===== src/rtl/ppm4_rx_sync.sv =====
module ppm4_rx_sync #(
  parameter int          DIV       = 6,
  parameter int          SAMPLE_AT = 2,
  parameter logic [15:0] PREAMBLE  = 16'h80A8
) (
  input  logic       clk,
  input  logic       rst_n,
  input  logic       enable,
  input  logic       loopback,
  input  logic       rx_line,
  input  logic       tx_line,
  output logic       locked,
  output logic       sym_valid,
  output logic [1:0] sym_dibit,
  output logic       sym_illegal
);
  localparam int PW = $clog2(DIV);

  logic          line_s, line_p;
  logic [PW-1:0] ph;
  logic [1:0]    cc;
  logic [15:0]   win;
  logic [2:0]    fill;
  logic          slip;

  wire           line_in   = loopback ? tx_line : rx_line;
  wire           edge_seen = line_s ^ line_p;
  wire [PW-1:0]  ph_eff    = edge_seen ? '0 : ph;
  wire           sample    = enable && (ph_eff == PW'(SAMPLE_AT));
  wire           boundary  = sample && !slip && (cc == 2'd3);
  wire [15:0]    win_n     = {win[14:0], line_s};
  wire           match     = (win_n == PREAMBLE);

  always_ff @(posedge clk) begin
    if (!rst_n) begin
      line_s <= 1'b0;
      line_p <= 1'b0;
      ph     <= '0;
    end else begin
      line_s <= line_in;
      line_p <= line_s;
      ph     <= (ph_eff == PW'(DIV - 1)) ? '0 : ph_eff + 1'b1;
    end
  end

  always_ff @(posedge clk) begin
    if (!rst_n || !enable) begin
      cc          <= '0;
      win         <= '0;
      fill        <= '0;
      slip        <= 1'b0;
      locked      <= 1'b0;
      sym_valid   <= 1'b0;
      sym_illegal <= 1'b0;
      sym_dibit   <= '0;
    end else begin
      sym_valid   <= 1'b0;
      sym_illegal <= 1'b0;
      if (sample) begin
        win <= win_n;
        if (slip) slip <= 1'b0;
        else      cc   <= cc + 1'b1;
      end
      if (boundary) begin
        if (fill != 3'd4) fill <= fill + 1'b1;
        if (locked) begin
          sym_valid <= 1'b1;
          case (win_n[3:0])
            4'b1000: sym_dibit <= 2'd0;
            4'b0100: sym_dibit <= 2'd1;
            4'b0010: sym_dibit <= 2'd2;
            4'b0001: sym_dibit <= 2'd3;
            default: begin
              sym_dibit   <= 2'd0;
              sym_illegal <= 1'b1;
            end
          endcase
        end else if (fill >= 3'd3) begin
          if (match) locked <= 1'b1;
          else       slip   <= 1'b1;
        end
      end
    end
  end

  p_phase_range_r2: assert property (@(posedge clk) disable iff (!rst_n)
    ph <= PW'(DIV - 1));

  p_sample_spaced_r2: assert property (@(posedge clk) disable iff (!rst_n)
    sample |=> !sample);

  p_disable_clears_r1: assert property (@(posedge clk) disable iff (!rst_n)
    !enable |=> (!locked && !sym_valid));

  p_lock_sticky_r6: assert property (@(posedge clk) disable iff (!rst_n)
    (enable && locked) |=> (!enable || locked));

  p_valid_single_r7: assert property (@(posedge clk) disable iff (!rst_n)
    sym_valid |=> !sym_valid);

  p_valid_locked_r7: assert property (@(posedge clk) disable iff (!rst_n)
    sym_valid |-> locked);

  p_illegal_flag_r8: assert property (@(posedge clk) disable iff (!rst_n)
    sym_illegal |-> (sym_valid && sym_dibit == 2'd0));
endmodule


===== config.mk =====
export PLATFORM = sky130hd
export DESIGN_NAME = ppm4_rx_sync
export DESIGN_NICKNAME = d
export VERILOG_FILES = /design/src/rtl/ppm4_rx_sync.sv
export SDC_FILE = /design/constraint.sdc
export NUM_CORES = 1
export LEC_CHECK = 0
export ABC_AREA = 1
export BUFFER_PORTS_ARGS = -buffer_cell sky130_fd_sc_hd__buf_2
export CORE_AREA = 3 3 80 82
export CTS_CLUSTER_SIZE = 24
export DETAILED_ROUTE_END_ITERATION = 16
export DIE_AREA = 0 0 83 85
export PLACE_DENSITY = 0.51
export SYNTH_ARGS = -nofsm -noshare
export SYNTH_HDL_FRONTEND = slang
export SYNTH_SLANG_ARGS = --single-unit
export TNS_END_PERCENT = 10

===== constraint.sdc =====
create_clock -name clk -period 1.7 [get_ports clk]
set_input_delay 0.085 -clock clk [delete_from_list [all_inputs] [get_ports clk]]
set_output_delay 0.085 -clock clk [all_outputs]
set_load 0.02 [all_outputs]

# Yosys cells after proc, flatten, opt, wreduce, memory -nomap -nowiden
# Cells that the tools add are included.
[word_totals]
regBits = 31
input_bits = 6
output_inout_bits = 5
word_cells = 56
[op_classes]
addsub = 3
n_lt_le_gt_ge = 1
n_eq_ne = 9
muxes = 13
n_bitwise = 5
reduce_logical = 14
[ops]
columns = ["cell", "n"]
rows = [
  ["$eq A16 B16 Y1 const B", 1],
  ["$mux W1", 11],
  ["$add A3 B1 Y3 const B", 2],
  ["$pmux W2 S3", 1],
  ["$reduce_and A2 Y1", 3],
  ["$eq A4 B1 Y1 const B", 1],
  ["$eq A4 B2 Y1 const B", 1],
  ["$eq A4 B3 Y1 const B", 1],
  ["$eq A4 B4 Y1 const B", 1],
  ["$not A1 Y1", 4],
  ["$reduce_or A2 Y1", 2],
  ["$reduce_or A4 Y1", 1],
  ["$eq A3 B2 Y1 const B", 1],
  ["$eq A3 B3 Y1 const B", 1],
  ["$ge A3 B2 Y1 const B", 1],
  ["$logic_and A1 B1 Y1", 3],
  ["$logic_not A1 Y1", 3],
  ["$mux W3", 1],
  ["$ne A3 B3 Y1 const B", 1],
  ["$reduce_or A3 Y1", 1],
  ["$add A2 B1 Y2 const B", 1],
  ["$eq A2 B2 Y1 const B", 1],
  ["$logic_or A1 B1 Y1", 1],
  ["$xor A1 B1 Y1", 1],
]

# Longest topological paths before layout
# Gate-level depths: netlist (run 1).
[logic_depth]
word_depth = 9
ltp_mapped = 14
ltp_nobuf = 14

# Least setup slack after synthesis (run 1)
# OpenSTA, ideal clock, no wires.
[synth_timing]
path_kind = "flip-flop to flip-flop"
startpoint = "reg line_s"
endpoint = "reg fill[2]"
setup_time_ns = 0.115
t_arrival_ns = 1.511
t_required_ns = 1.585
path_slack_ns = 0.074
stages_incl_launch_ff = 14
path_buffers = 0
synth_period_minus_slack_ns = 1.626
path_cell_list = "dfxtp_1 inv_2 nand2_2 nand2_1 inv_1 nand2_1 inv_1 ha_1 nand2_1 inv_1 nand4_4 nor2_2 nand2_1 and2_1"
[synth_between]
elab_chain_cells = 7
[synth_rtl]
columns = ["item", "line", "source"]
rows = [
  ["start, declared", "19", "logic line_s, line_p;"],
  ["start signal, assigned", "40", "line_s <= line_in;"],
  ["$xor A1 B1 Y1", "27", "wire edge_seen = line_s ^ line_p;"],
  ["$mux W3", "28", "wire [PW-1:0] ph_eff = edge_seen ? '0 : ph;"],
  ["$eq A3 B2 Y1", "29", "wire sample = enable && (ph_eff == PW'(SAMPLE_AT));"],
  ["$logic_and A1 B1 Y1", "29", ""],
  ["$logic_and A1 B1 Y1 (2 in a row)", "30", "wire boundary = sample && !slip && (cc == 2'd3);"],
  ["$reduce_and A2 Y1 (no source line)", "-", ""],
  ["end signal, assigned", "65", "if (fill != 3'd4) fill <= fill + 1'b1;"],
  ["end, declared", "23", "logic [2:0] fill;"],
]
# Every way passes these cells.
# A chain may end at the register's enable or synchronous reset.

# Worst setup path in the final report (run 1)
# Ends and elaborated chain as after synthesis.

==> results of run 1 <==
==> registers in the layout (all words and copies together) (netlist names) <==
signal,count
cc,2
fill,3
line_p,1
line_s,1
locked,1
ph,3
slip,1
sym_dibit,2
sym_illegal,1
sym_valid,1
win,15
==> critical path: stages, from the launching register on <==
cell	delay [ns]
dfxtp_4	0.37
inv_4	0.03
nand2_2	0.07
nand2_2	0.05
inv_2	0.06
nand2_2	0.05
inv_2	0.08
ha_4	0.14
nand2_4	0.06
inv_6	0.08
nand4_4	0.14
nor2_4	0.16
nand2_1	0.05
and2_1	0.13
==> layout make-up <==
type | instances | share of cell area [%]
clock buffers | 7 | 5.321
clock inverters | 1 | 0.4147
inverters | 23 | 5.321
multi-input cells | 131 | 40.64
flip-flops and latches | 31 | 34.55
well taps | 75 | 5.183
repair buffers | 22 | 8.569
==> logic make-up after synthesis <==
kind of cell | synth area share, %
simple gates | 30.96
flops | 44.13
compound gates | 10.05
buf+inv | 8.007
fa+ha+maj | 6.227
xor+xnor | 0.6229
==> cell usage after synthesis, drive strengths merged <==
library cell   n
xor2           1
nor2          53
nand4          1
buf            3
nand3         11
ha             7
and2           1
o21ai         17
inv           23
or2            1
a21oi         10
nor3           2
a31oi          1
nand2         26
dfxtp         31
==> metal layers <==
metal / global-route usage, % / routed length (µm) / vias up
met5: 0 / 0 / -
met1: 10.02 / 1365 / 497
li1: - / - / 642
met3: 2.718 / 107 / 6
met2: 12.90 / 1165 / 21
met4: 4.458 / 38 / 0
==> worst paths after layout <==
check / slack (ns) / cells after the start / to
setup / recovery: 0.13 / 13 / fill[2]
setup reg to reg: 0.13 / 13 / fill[2]
hold / removal: 0.03 / 3 / line_s
hold reg to reg: 0.47 / 2 / cc[1]
==> what timing repair did <==
action,in CTS,in global routing
endpoints found under the hold margin,1,0
hold buffers,1,0
endpoints found under the setup margin,3,26
cloned,0,0
pin swaps,0,6
buffers inserted,0,3
resized for setup,1,23
==> power groups by stage <==
stage / Sequential, mW / Clock [mW] / Combinational, mW
after floorplan: 0.764 / 0 / 0.0752
after global placement: 0.767 / 0 / 0.111
after detailed placement: 0.767 / 0 / 0.110
after CTS: 0.750 / 0.675 / 0.112
after global routing: 0.753 / 0.698 / 0.157
final: 0.752 / 0.646 / 0.134
==> stage by stage <==
stage,utilization (%),cells,hold slack (ns),power [mW],TNS [ns]
floorplan,-,188,0.1785,0.8396,0
global placement,27.50,278,0.2888,0.8773,0
detailed placement,27.50,278,0.2848,0.8768,-0.04184
CTS,29.45,287,0.03181,1.538,0
global route,31.13,290,0.05396,1.609,-0.03129
finish,31.13,290,0.03167,1.532,0
==> results.toml, run 1 <==
[grt]
grt_start_max_net_pins = 20
grtUsageTotal_pct = 8.238
grt_pass1_wl_um = 4733
antenna_found_initial = 0
gr-total-overflow = 0
first_global_vias = 1096

[clock_tree]
clock-root-buffer = "clkbuf_8"
cts.reportedPaths.clkPinSlew_ns = 0.06
clk_latency_ns = 0.28
htreeDepth = 2
cts_tree = "yes"
cts_num_sinks = 31
cts_buffer_depth = 2
cts_buffers = 5

[layout]
drive_above_1_share_pct = 25.12
finalInstanceArea_mm2 = 0.001810
n_fill_cell = 644
seq_area_um2 = 625.6
nets = 227
mostFrequentLayoutCells = "nor2_1, dfxtp_1, inv_1"
antenna_cells = 0
multi_input_area_um2 = 735.7
final_common_cell = "nor2_1"
areaGrowthSynthToFinish_pct = 28.74

[drt]
drt_pass1_iterations = 4
totalWireLength_um = 2677
drt_iter0_drc = 52
via_per_inst = 4.021
wl_per_cell_um = 9.231
ant_nets = 0
drc = 0
num_vias = 1166

[setup_path]
worst_ep_arrival_time_ns = 1.74
critPathLaunch = "line_s"
path_max_fanout = 6
worstSetupEndpointType = "flip-flop"
setup.worst_path.class = "reg2reg"
r2r_start = "line_s"
cp-start-kind = "flip-flop"
crit_required_ns = 1.87

[power]
switching_power_uw = 363.2
p_int_mw = 1.169
switching_share_pct = 23.71
powerDensity_mw_per_mm2 = 846.1
pwr-share-seq_pct = 49.1
ir_drop_mv = 0.2461
power_frac_comb_pct = 8.8
power_leakage_nw = 0.7197
clkPwrFrac_pct = 42.2

[timing]
worst_slack_ns = 0.1292
finalCritPeriodShare_pct = 92.40
post-route-min-period_ns = 1.571
report.final.slew_viol_count = 0
hold_violations = 0
max_slew.worst_pin.slew_ns = 0.5070
setup_viol = 0
fin_skew_ns = 0.006502
fmax_mhz = 636.6
max_slew_margin_pct = 66.16

[yosys]
synth_nets = 201
yosysSeqAreaShare_pct = 44.13
ys_top_cells_by_area = "dfxtp_1, nor2_1, ha_1"
yosysUniqueCellTypes = 25
ys_ff_latch = 31
synthCells = 188
syn-cell-area_mm2 = 0.001406
synth_top_area_share_pct = 44.13
yosys.area.top_type = "dfxtp_1"
yosys_warnings = 0
syn_avg_cell_area_um2 = 7.481

[hold_path]
min_from = "tx_line"
hp-class = "in2reg"

[placed_design]
dp_hpwl_um = 1918
place_area_mm2 = 0.001599
numPortBuffers = 10
place_ws_ns = -0.02862
gp_congestion = 0.7348

[floorplanning]
coreArea_mm2 = 0.005816
die_w_um = 83
start_util_pct = 24.18
ios = 11
die_h_um = 85
fp-row-count = 28
dieArea_mm2 = 0.007055

[run]
cap_viol_max_count = 0

[outcome]
status = "finished clean"
No activity file was read; power rests on OpenSTA's default activity.
==> inputs of run 2 (changes only) <==
--- a/config.mk
+++ b/config.mk
@@ -7,11 +7,14 @@
 export LEC_CHECK = 0
 export ABC_AREA = 1
 export BUFFER_PORTS_ARGS = -buffer_cell sky130_fd_sc_hd__buf_2
+export CELL_PAD_IN_SITES_DETAIL_PLACEMENT = 1
+export CELL_PAD_IN_SITES_GLOBAL_PLACEMENT = 2
 export CORE_AREA = 3 3 80 82
 export CTS_CLUSTER_SIZE = 24
 export DETAILED_ROUTE_END_ITERATION = 16
 export DIE_AREA = 0 0 83 85
-export PLACE_DENSITY = 0.51
+export GPL_TIMING_DRIVEN = 0
+export PLACE_DENSITY = 0.71
 export SYNTH_ARGS = -nofsm -noshare
 export SYNTH_HDL_FRONTEND = slang
 export SYNTH_SLANG_ARGS = --single-unit
==> run 2 against run 1 <==
Against the previous run: sequential power about the same; critical path depth unchanged; cell count decreased by 1.0%; non-clock buffer count decreased by 3; combinational power decreased by 5%; sequential cell count unchanged; register-to-register slack got worse by 0.04 ns; utilization decreased by 0.60 points; clock-buffer cell count increased by 1; design area decreased by 1.9%; via count increased by 4.5%; sequential share of layout area increased by 0.68 points; critical endpoint unchanged; largest power group unchanged.
==> results.toml, run 2 (synthesis results as in run 1) <==
[floorplanning]
start_util_pct = 24.18
dieArea_mm2 = 0.007055
fp-row-count = 28
ios = 11
coreArea_mm2 = 0.005816
die_w_um = 83
die_h_um = 85

[timing]
max_slew_margin_pct = 73.92
fin_skew_ns = 0.005601
setup_tns_ns = 0
fmax_mhz = 621.7
report.final.slew_viol_count = 0
hold_violations = 0
finalCritPeriodShare_pct = 94.62
post-route-min-period_ns = 1.609
setup_viol = 0
max_slew.worst_pin.slew_ns = 0.3871

[setup_path]
path_max_fanout = 6
crit_chain = "inv_4 > nand2_4 > nand2_2 > inv_2 > nand2_2 > inv_2 > ha_4 > nand2_2 > inv_4 > nand4_4 > nor2_4 > nand2_1 > and2_1"
reg2reg_slack_ns = 0.09
path_common_cell = "nand2_2"
slowest_stage = "dfxtp_4"
reg2regPathDepth = 13
worst_ep_arrival_time_ns = 1.79
setup.worst_path.class = "reg2reg"
r2r_start = "line_s"
slowest_delay_ns = 0.38
r2r_end = "fill[2]"
worstSetupEndpointType = "flip-flop"
cp-start-kind = "flip-flop"
crit_required_ns = 1.88

[drt]
via_per_inst = 4.244
drc = 0
totalWireLength_um = 3211
wl_per_cell_um = 11.19
ant_nets = 0
drt_pass1_iterations = 3
num_vias = 1218
drt_iter0_drc = 19

[layout]
nets = 224
mostFrequentLayoutCells = "nor2_1, dfxtp_1, nand2_1"
final_core_util_pct = 30.53
antenna_cells = 0
regMostFlops = "win"
drive_above_1_share_pct = 23.58
areaGrowthSynthToFinish_pct = 26.25
final_common_cell = "nor2_1"
largest_register_ffs = 15
top_regs = "win: 15 flops, fill: 3 flops, ph: 3 flops"

[placed_design]
numPortBuffers = 10
dp_hpwl_um = 2244
gp_congestion = 0.7185

[hold_path]
min_to = "line_s"
holdPathStages = 3
hp-class = "in2reg"
min_from = "tx_line"

[power]
power_leakage_nw = 0.7058
finalPower_mw = 1.529
powerDensity_mw_per_mm2 = 861.3
ir_drop_mv = 0.2419

[clock_tree]
cts_tree = "yes"
clock-root-buffer = "clkbuf_8"
cts.reportedPaths.clkPinSlew_ns = 0.06
clk_latency_ns = 0.29
htreeDepth = 2
cts_buffer_depth = 2
cts_buffers = 5
cts_num_sinks = 31

[grt]
first_global_vias = 1165
grtUsageTotal_pct = 9.788
grt_pass1_wl_um = 5499
grt_start_max_net_pins = 11
gr-total-overflow = 0
antenna_found_initial = 0

[outcome]
status = "finished clean"

[run]
cap_viol_max_count = 0
## run 2: changes by cell type in the layout (fill, tap and decap cells not counted), sizes merged
cell	before	now
buf	21	18
clkbuf	7	8
clkinvlp	1	0
## run 2: worst max-delay path by stage
stage                     startpoint            to  slack [ns]
after floorplan               line_s       fill[2]        0.07
after global placement        line_s       fill[2]       -0.13
after detailed placement      line_s  sym_dibit[1]       -0.17
after CTS                     line_s       fill[2]       0.001
after global routing          line_s       fill[2]      -0.007
final                         line_s       fill[2]        0.09
## run 2: layout make-up
cell class | instances | area (µm²)
inverter | 23 | 93.84
multi-input combinational | 131 | 733.2
timing repair buffer | 16 | 101.3
fill | 749 | 4040
tap | 75 | 93.84
buffer | 3 | 27.53
clock buffer | 8 | 100.1
sequential | 31 | 625.6
## run 2: worst max-delay path, delay by kind of cell, from the launching register on
family,cells,cell delay (ns)
and+or+nand+nor,8,0.72
DFF,1,0.38
buffers and inverters,4,0.26
adders and majority gates,1,0.13
## run 2: report_power, final
part / switching (mW) / internal (mW)
clock: 0.280 / 0.369
combinational: 0.0767 / 0.0506
sequential: 0.0110 / 0.741
total: 0.368 / 1.16
## run 2: layer usage
layer / wire length [µm] / share of wire [%] / GRT usage [%] / vias up
met1: 1579 / 49 / 12.38 / 560
li1: - / - / - / 636
met5: 0 / 0 / 0 / -
met3: 130 / 4.0 / 4.078 / 7
met2: 1438 / 45 / 14.94 / 15
met4: 63 / 2.0 / 3.566 / 0
## run 2: timing repair
item / CTS / global route
endpoints found under the setup margin: 23 / 22
endpoints found under the hold margin: 1 / 0
hold buffers: 1 / 0
pin swaps: 3 / 7
setup buffers: 2 / 3
gates resized for setup: 9 / 18
## run 2: stage by stage
stage | instance area, µm² | std cells | hold slack, ns | setup WS [ns]
floorplan | 1406 | 188 | 0.1785 | 0.07422
global placement | 1550 | 273 | 0.2790 | -0.1343
detailed placement | 1550 | 273 | 0.2816 | -0.1720
CTS | 1697 | 284 | 0.01178 | 0.001490
global route | 1775 | 287 | 0.03391 | -0.006839
finish | 1775 | 287 | 0.01835 | 0.09150
